<file path="src/rtl/dma_bw_pkg.sv">
package dma_bw_pkg;

  typedef enum logic [1:0] {
    BW_OFF  = 2'b00,
    BW_RSVD = 2'b01,
    BW_MID  = 2'b10,
    BW_HIGH = 2'b11
  } bw_code_e;

  typedef struct packed {
    logic is_write;
    logic first;
    logic last_wr;
  } acc_tag_t;

endpackage

</file>
<file path="src/rtl/dma_bw_len_sel.sv">
module dma_bw_len_sel
  import dma_bw_pkg::*;
#(
  parameter int LEN_MID  = 4,
  parameter int LEN_HIGH = 8,
  parameter int LW       = 4
) (
  input  logic [1:0]    code,
  output logic [LW-1:0] len
);

  always_comb begin
    unique case (bw_code_e'(code))
      BW_MID:  len = LW'(LEN_MID);
      BW_HIGH: len = LW'(LEN_HIGH);
      default: len = '0;   // off and reserved both mean no stall
    endcase
  end

endmodule

</file>
<file path="src/rtl/dma_bw_skip_qual.sv">
module dma_bw_skip_qual
  import dma_bw_pkg::*;
(
  input  acc_tag_t tag,
  input  logic     size_match,
  output logic     skip
);

  logic at_first_boundary;
  logic at_loop_tail;

  assign at_first_boundary = tag.first;
  assign at_loop_tail      = tag.is_write & tag.last_wr;
  assign skip              = size_match & (at_first_boundary | at_loop_tail);

endmodule

</file>
<file path="src/rtl/dma_bw_stall_timer.sv">
module dma_bw_stall_timer #(
  parameter int LW = 4
) (
  input  logic          clk,
  input  logic          rst,
  input  logic          cancel,
  input  logic          load,
  input  logic [LW-1:0] load_len,
  output logic          busy
);

  logic [LW-1:0] remain_q;
  logic          busy_q;

  always_ff @(posedge clk) begin
    if (rst || cancel) begin
      busy_q   <= 1'b0;
      remain_q <= '0;
    end else if (busy_q) begin
      if (remain_q == '0) busy_q <= 1'b0;
      else                remain_q <= remain_q - LW'(1);
    end else if (load) begin
      busy_q   <= 1'b1;
      remain_q <= load_len - LW'(1);
    end
  end

  assign busy = busy_q;

endmodule

</file>
<file path="src/rtl/dma_bw_throttle.sv">
module dma_bw_throttle
  import dma_bw_pkg::*;
#(
  parameter int LEN_MID  = 4,
  parameter int LEN_HIGH = 8
) (
  input  logic       clk,
  input  logic       rst,
  input  logic [1:0] bw_code,
  input  logic       acc_done,
  input  logic       acc_is_write,
  input  logic       first_acc,
  input  logic       last_wr,
  input  logic       size_match,
  input  logic       loop_start,
  output logic       stall
);

  localparam int LW = $clog2(LEN_HIGH + 1);

  acc_tag_t      tag;
  logic [LW-1:0] code_len;
  logic          skip;
  logic          accept;
  logic          load;

  assign tag.is_write = acc_is_write;
  assign tag.first    = first_acc;
  assign tag.last_wr  = last_wr;

  dma_bw_len_sel #(
    .LEN_MID (LEN_MID),
    .LEN_HIGH(LEN_HIGH),
    .LW      (LW)
  ) u_len (
    .code(bw_code),
    .len (code_len)
  );

  dma_bw_skip_qual u_skip (
    .tag       (tag),
    .size_match(size_match),
    .skip      (skip)
  );

  // a pulse is taken only when idle and not colliding with a loop start
  assign accept = acc_done & ~stall & ~loop_start;
  assign load   = accept & ~skip & (code_len != '0);

  dma_bw_stall_timer #(.LW(LW)) u_timer (
    .clk     (clk),
    .rst     (rst),
    .cancel  (loop_start),
    .load    (load),
    .load_len(code_len),
    .busy    (stall)
  );

endmodule

</file>
<file path="config.mk">
export PLATFORM = sky130hd
export DESIGN_NAME = dma_bw_throttle
export DESIGN_NICKNAME = d
export VERILOG_FILES = /design/src/rtl/dma_bw_pkg.sv /design/src/rtl/dma_bw_len_sel.sv /design/src/rtl/dma_bw_skip_qual.sv /design/src/rtl/dma_bw_stall_timer.sv /design/src/rtl/dma_bw_throttle.sv
export SDC_FILE = /design/constraint.sdc
export NUM_CORES = 1
export LEC_CHECK = 0
export BUFFER_PORTS_ARGS = -buffer_cell sky130_fd_sc_hd__buf_2
export CORE_AREA = 10 10 47 49
export DETAILED_ROUTE_END_ITERATION = 6
export DIE_AREA = 0 0 57 59
export GPL_ROUTABILITY_DRIVEN = 0
export REMOVE_ABC_BUFFERS = 1
export SKIP_CTS_REPAIR_TIMING = 1
export SLEW_MARGIN = 10
export SYNTH_ARGS = -nofsm -noshare
export SYNTH_HDL_FRONTEND = slang
export SYNTH_SLANG_ARGS = --single-unit
export TNS_END_PERCENT = 30
</file>
<file path="constraint.sdc">
create_clock -name clk -period 1.7 [get_ports clk]
set_input_delay 0.425 -clock clk [delete_from_list [all_inputs] [get_ports clk]]
set_output_delay 0.425 -clock clk [all_outputs]
set_load 0.02 [all_outputs]
</file>
==> summary.txt, run 1 <==
GRT
  – Largest net degree at the start of global routing: 9
  – First-pass GRT wire length: 1100 um
  – Vias in the first global route: 267
  – Number of antenna violations at the first check in global routing: 0
  – Grt total ovfl: 0
  – Overall routing resource usage: 0.0454

Logic synthesis
  – Share of synthesized registers carrying an async set or reset: 0
  – Post-synth cell types: 19
  – Top cells by area, synth: dfxtp_1, nand2_1, a21oi_2
  – Yosys top cell by area: dfxtp_1
  – Sequential-to-total area share from yosys stat: 0.364
  – Mapped Cells: 30
  – Yosys reg bits: 5
  – Number of synthesized flops with an enable pin: 0
  – Average size of a mapped cell: 9.18 sq um
  – Synth Cell Area: 275 sq um
  – Dominant register cell in the synthesized netlist: dfxtp_1
  – Top-count cell post-synth: nand2_1
  – Leading cell types by count after synthesis: nand2_1, dfxtp_1, a21oi_2, nor3_1
  – Synth warnings: 0
  – Yosys top cell area share: 0.364

Drt
  – DR iter-0 viols: 6
  – Drt wl/cell: 11.5 um
  – Routed Antenna Nets: 0
  – WL final: 689 um
  – Drt pass-1 iters: 3
  – DR vias/cell: 4.65
  – DRC Markers: 0
  – Vias: roughly 280

Worst setup path
  – R2R Path End: u_timer.remain_q[2]
  – CP Capture Type: register
  – CP max FO: 8
  – Worst Reg-to-Reg Cells: 5
  – Reg2reg start: u_timer.busy
  – R2R setup slack: 0.31 ns
  – Worst setup SP type: register
  – WP data arrival: ~1.6 ns
  – CP required: 1.85 ns
  – WS Path Type: register to register

Floorplanning
  – DIE AREA: 3360 sq um
  – # IOs: 11
  – Starting Density: 0.196
  – # rows: 14
  – Core Box Area: 1400 sq um
  – Chip width: 57 um
  – DIE HEIGHT: 59 um

Clock network
  – H-tree depth: 1
  – Cts bufs inserted: 3
  – Max clock buf depth: 2
  – Clock transition at path regs: 0.04 ns
  – CTS root buf: clkbuf_4
  – Clk_lat worst skew: 0.25 ns
  – CTS tree: built
  – Sink Count: 5

Layout
  – Diodes inserted: 0
  – Area Overhead vs Synth: 35.0%
  – Total Nets Final: between 50 and 60
  – Share of cells above drive strength 1: 0.409
  – Finished Layout Cells: 60

Placed design
  – Post-DP HPWL: 556 um
  – Dpl cells: 56
  – I/O Buffers: 10

Min path
  – Hold WC Path Type: input pin to register
  – Hold_sp: rst
  – Worst hold path depth: 2
  – Worst Hold End: u_timer.busy

Timing
  – Max frequency: a little over 700 MHz
  – Setup TNS Final: 0 ns
  – Final setup violating endpoints: 0
  – Worst slew pin tran: ~0.26 ns
  – Slew Limit Headroom: 0.826
  – Clk_skew: 0.00588 ns
  – Final Max Slew Viols: 0
  – RSZ-0062 raised after global routing: false
  – Final hold violation count: 0
  – Crit path time final: 1.39 ns
  – Fin crit share: 0.820

Flow run
  – Max cap viols: 0

Pwr
  – LEAKAGE: 0.156 nW
  – PwrDens: just under 800 nW/um^2
  – Max rail drop VDD: 0.000249 V

Status
  – Status: finished clean
[metal layers]
layer | GRT usage | up-vias | share of wire
li1 | - | 137 | -
met1 | 0.0440 | 124 | 0.45
met2 | 0.0558 | 13 | 0.36
met3 | 0.0365 | 5 | 0.14
met4 | 0.0503 | 0 | 0.048
met5 | 0 | - | 0
[cell usage in the layout, fill, tap and decap left out, drive strengths merged]
| cell | count |
|---|---|
| or3 | 1 |
| ha | 1 |
| nor2 | 1 |
| o22a | 1 |
| dfxtp | 5 |
| inv | 1 |
| mux2i | 1 |
| nand4bb | 1 |
| nand2b | 1 |
| xnor2 | 1 |
| clkbuf | 4 |
| nand4b | 1 |
| nor2b | 1 |
| a21oi | 3 |
| a211oi | 1 |
| buf | 10 |
| nor3 | 2 |
| nand2 | 6 |
| a21o | 1 |
| o41ai | 1 |
[stage by stage]
stage	setup slack (ns)	area, sq um	util	total power, mW	hold slack [ns]
after floorplan	0.256	275	-	0.139	0.417
after global placement	0.297	345	0.246	0.154	0.427
after detailed placement	0.284	345	0.246	0.154	0.436
after CTS	0.278	372	0.265	0.299	0.401
after global routing	0.157	372	0.265	0.308	0.403
final	0.306	372	0.265	0.293	0.404
[cell families (layout without fill, tap and decap cells)]
group,count (synthesis),after routing,synth area share
XOR/XNOR,1,1,0.0318
flip-flops,5,5,0.364
adder cells (fa/ha/maj),1,1,0.0454
buffers and inverters,1,15,0.0136
multiplexers,1,1,0.0364
AND/OR/NAND/NOR,14,14,0.273
AO/OA/AOI/OAI,7,7,0.236
[where the power goes]
group	total (mW)	switching [mW]	internal [mW]
sequential	0.121	0.00166	0.119
clock	0.141	0.0525	0.0890
combinational	0.0309	0.0146	0.0163
total	0.293	0.0688	0.225
[critical path: stages, from the launching register on]
cell and delay, ns:
dfxtp_1 0.46, nand2_1 0.12, ha_1 0.23, xnor2_1 0.13
o22a_2 0.20, o41ai_2 0.17
[area by class of cell]
| type | instances | area (sq um) |
|---|---|---|
| fill | 163 | 1030 |
| multi-input combinational | 24 | 171 |
| sequential | 5 | 100 |
| timing repair buffer | 10 | 50.0 |
| clock buffer | 4 | 26.3 |
| tap | 16 | 20.0 |
| inverter | 1 | 3.75 |
[worst max-delay path by stage]
stage            startpoint             endpoint  slack, ns  cells past startpoint
2_1_floorplan  u_timer.busy  u_timer.remain_q[2]       0.26                      5
3_3_place_gp   u_timer.busy  u_timer.remain_q[2]       0.30                      5
3_5_place_dp     loop_start  u_timer.remain_q[2]       0.28                      5
4_1_cts        u_timer.busy  u_timer.remain_q[2]       0.28                      5
5_1_grt        u_timer.busy  u_timer.remain_q[2]       0.16                      5
6_report       u_timer.busy  u_timer.remain_q[2]       0.31                      5
[flip-flops by register name, summed over array words and instances, names as in the netlist]
| register | count |
|---|---|
| u_timer.remain_q | 4 |
| u_timer.busy | 1 |
Note: power is estimated with default switching activity, not from simulation.
==> run 2: changes to the inputs <==
clock period = 1.3 ns   (was 1.7 ns; I/O delays follow)
==> summary.txt, run 2 (synthesis results as in run 1) <==
GRT
  – Overall routing resource usage: 0.0480
  – First-pass GRT wire length: roughly 1200 um
  – Grt total ovfl: 0
  – Largest net degree at the start of global routing: 6
  – Vias in the first global route: 291
  – Number of antenna violations at the first check in global routing: 0

Drt
  – WL final: between 700 and 800 um
  – DR iter-0 viols: 3
  – Vias: about 300
  – Routed Antenna Nets: 0
  – DR vias/cell: 4.61
  – Drt wl/cell: 12.3 um
  – DRC Markers: 0
  – Drt pass-1 iters: 3

Timing
  – Slew Limit Headroom: 0.806
  – Final Max Slew Viols: 0
  – Final hold violation count: 0
  – Setup TNS Final: 0 ns
  – Max frequency: 780 MHz
  – Clk_skew: 0.00663 ns
  – Fin crit share: 0.986
  – Final setup violating endpoints: 0
  – Worst slew pin tran: 0.289 ns
  – RSZ-0062 raised after global routing: true
  – Crit path time final: approximately 1.3 ns

Pwr
  – Overall Power: 386 uW
  – P_sw: about 86 uW
  – Sw Ratio: 0.223
  – P_int: between 200 and 300 uW
  – Combinational Power Share: 0.130
  – Clock share of power: 0.459
  – LEAKAGE: approximately 0.18 nW
  – PwrDens: 896 nW/um^2
  – Max rail drop VDD: about 0.0005 V
  – Share of power burned in registers: 0.411

Clock network
  – Clk_lat worst skew: 0.24 ns
  – CTS tree: built
  – Clock transition at path regs: 0.05 ns
  – Cts bufs inserted: 3
  – H-tree depth: 1
  – Max clock buf depth: 2
  – CTS root buf: clkbuf_4
  – Sink Count: 5

Min path
  – Hold WC Path Type: input pin to register
  – Hold_sp: rst

Worst setup path
  – CP Capture Type: register
  – CP required: about 1.5 ns
  – WP data arrival: 1.43 ns
  – Worst setup SP type: register
  – CP Cell Sequence: nand2_1 -> ha_2 -> xnor2_1 -> o22a_2 -> o41ai_2
  – Setup crit start: u_timer.remain_q[0]
  – WS Path Type: register to register
  – Crit path largest cell delay: 0.34 ns
  – R2R setup slack: 0.02 ns
  – CP max-delay cell: dfxtp_2
  – CP max FO: 3
  – Reg2reg start: u_timer.remain_q[0]

Placed design
  – Post-DP HPWL: approximately 630 um
  – I/O Buffers: 10

Floorplanning
  – DIE HEIGHT: 59 um
  – # IOs: 11
  – Starting Density: 0.196
  – # rows: 14
  – DIE AREA: 3360 sq um
  – Core Box Area: 1400 sq um
  – Chip width: 57 um

Layout
  – Area of the multi-input gates: about 190 sq um
  – Total Nets Final: 60
  – Commonest non-fill, non-tap cell in the layout: buf_2
  – Commonest cells after routing, fill and taps aside: buf_2, nand2_1, clkbuf_4, buf_4, dfxtp_2
  – Share of cells above drive strength 1: 0.563
  – Diodes inserted: 0
  – Final core occ: 0.307
  – Reg with most FFs: u_timer.remain_q
  – FILL cells: between 150 and 200
  – Max FFs per register: 4
  – Area Overhead vs Synth: 56.4%
  – Area occupied by registers: 104 sq um

Flow run
  – Max cap viols: 0

Status
  – Status: finished clean
[run 2: cell types whose count changed in the layout (fill, tap and decap cells not counted), sizes merged]
cell  previous run  this run
buf             10        14
[run 2: final timing paths]
path,cells past startpoint,end
worst min register to register,2,u_timer.remain_q[3]
worst min-delay path,2,u_timer.busy
worst max register to register,5,u_timer.remain_q[2]
worst max-delay path,5,u_timer.remain_q[2]
[run 2: layout make-up]
cell class | count | area share
inverter | 1 | 0.00872
multi-input combinational | 24 | 0.433
sequential | 5 | 0.241
timing repair buffer | 14 | 0.209
clock buffer | 4 | 0.0610
tap | 16 | 0.0465
[run 2: metal layers]
layer,track usage,vias up,share of wire,routed length [um]
met5,0,-,0,0
met4,0.0403,0,0.024,19
met3,0.0365,4,0.12,95
met2,0.0713,12,0.42,328
met1,0.0429,133,0.44,345
li1,-,146,-,-
[run 2: critical path, delay by kind of cell (launching register included)]
| family | cells | cell delay, ns |
|---|---|---|
| AND/OR/NAND/NOR | 1 | 0.07 |
| XOR/XNOR | 1 | 0.12 |
| flip-flops | 1 | 0.34 |
| adder cells (fa/ha/maj) | 1 | 0.19 |
| AO/OA/AOI/OAI | 2 | 0.46 |
[run 2: stage by stage]
step / setup WS [ns] / instances / area (sq um) / hold WS (ns)
6_report: 0.0183 / 64 / 430 / 0.302
5_1_grt: -0.0245 / 64 / 430 / 0.305
4_1_cts: -0.0486 / 63 / 394 / 0.301
3_5_place_dp: 0.00246 / 59 / 368 / 0.434
3_3_place_gp: 0.0209 / 59 / 368 / 0.426
2_1_floorplan: -0.144 / 30 / 275 / 0.402
[run 2: power groups by stage]
stage	clock, mW	combinational (mW)	sequential, mW
after global placement	0	0.0445	0.160
after global routing	0.200	0.0543	0.158
after detailed placement	0	0.0452	0.160
final	0.177	0.0500	0.159
after floorplan	0	0.0204	0.161
after CTS	0.185	0.0455	0.158
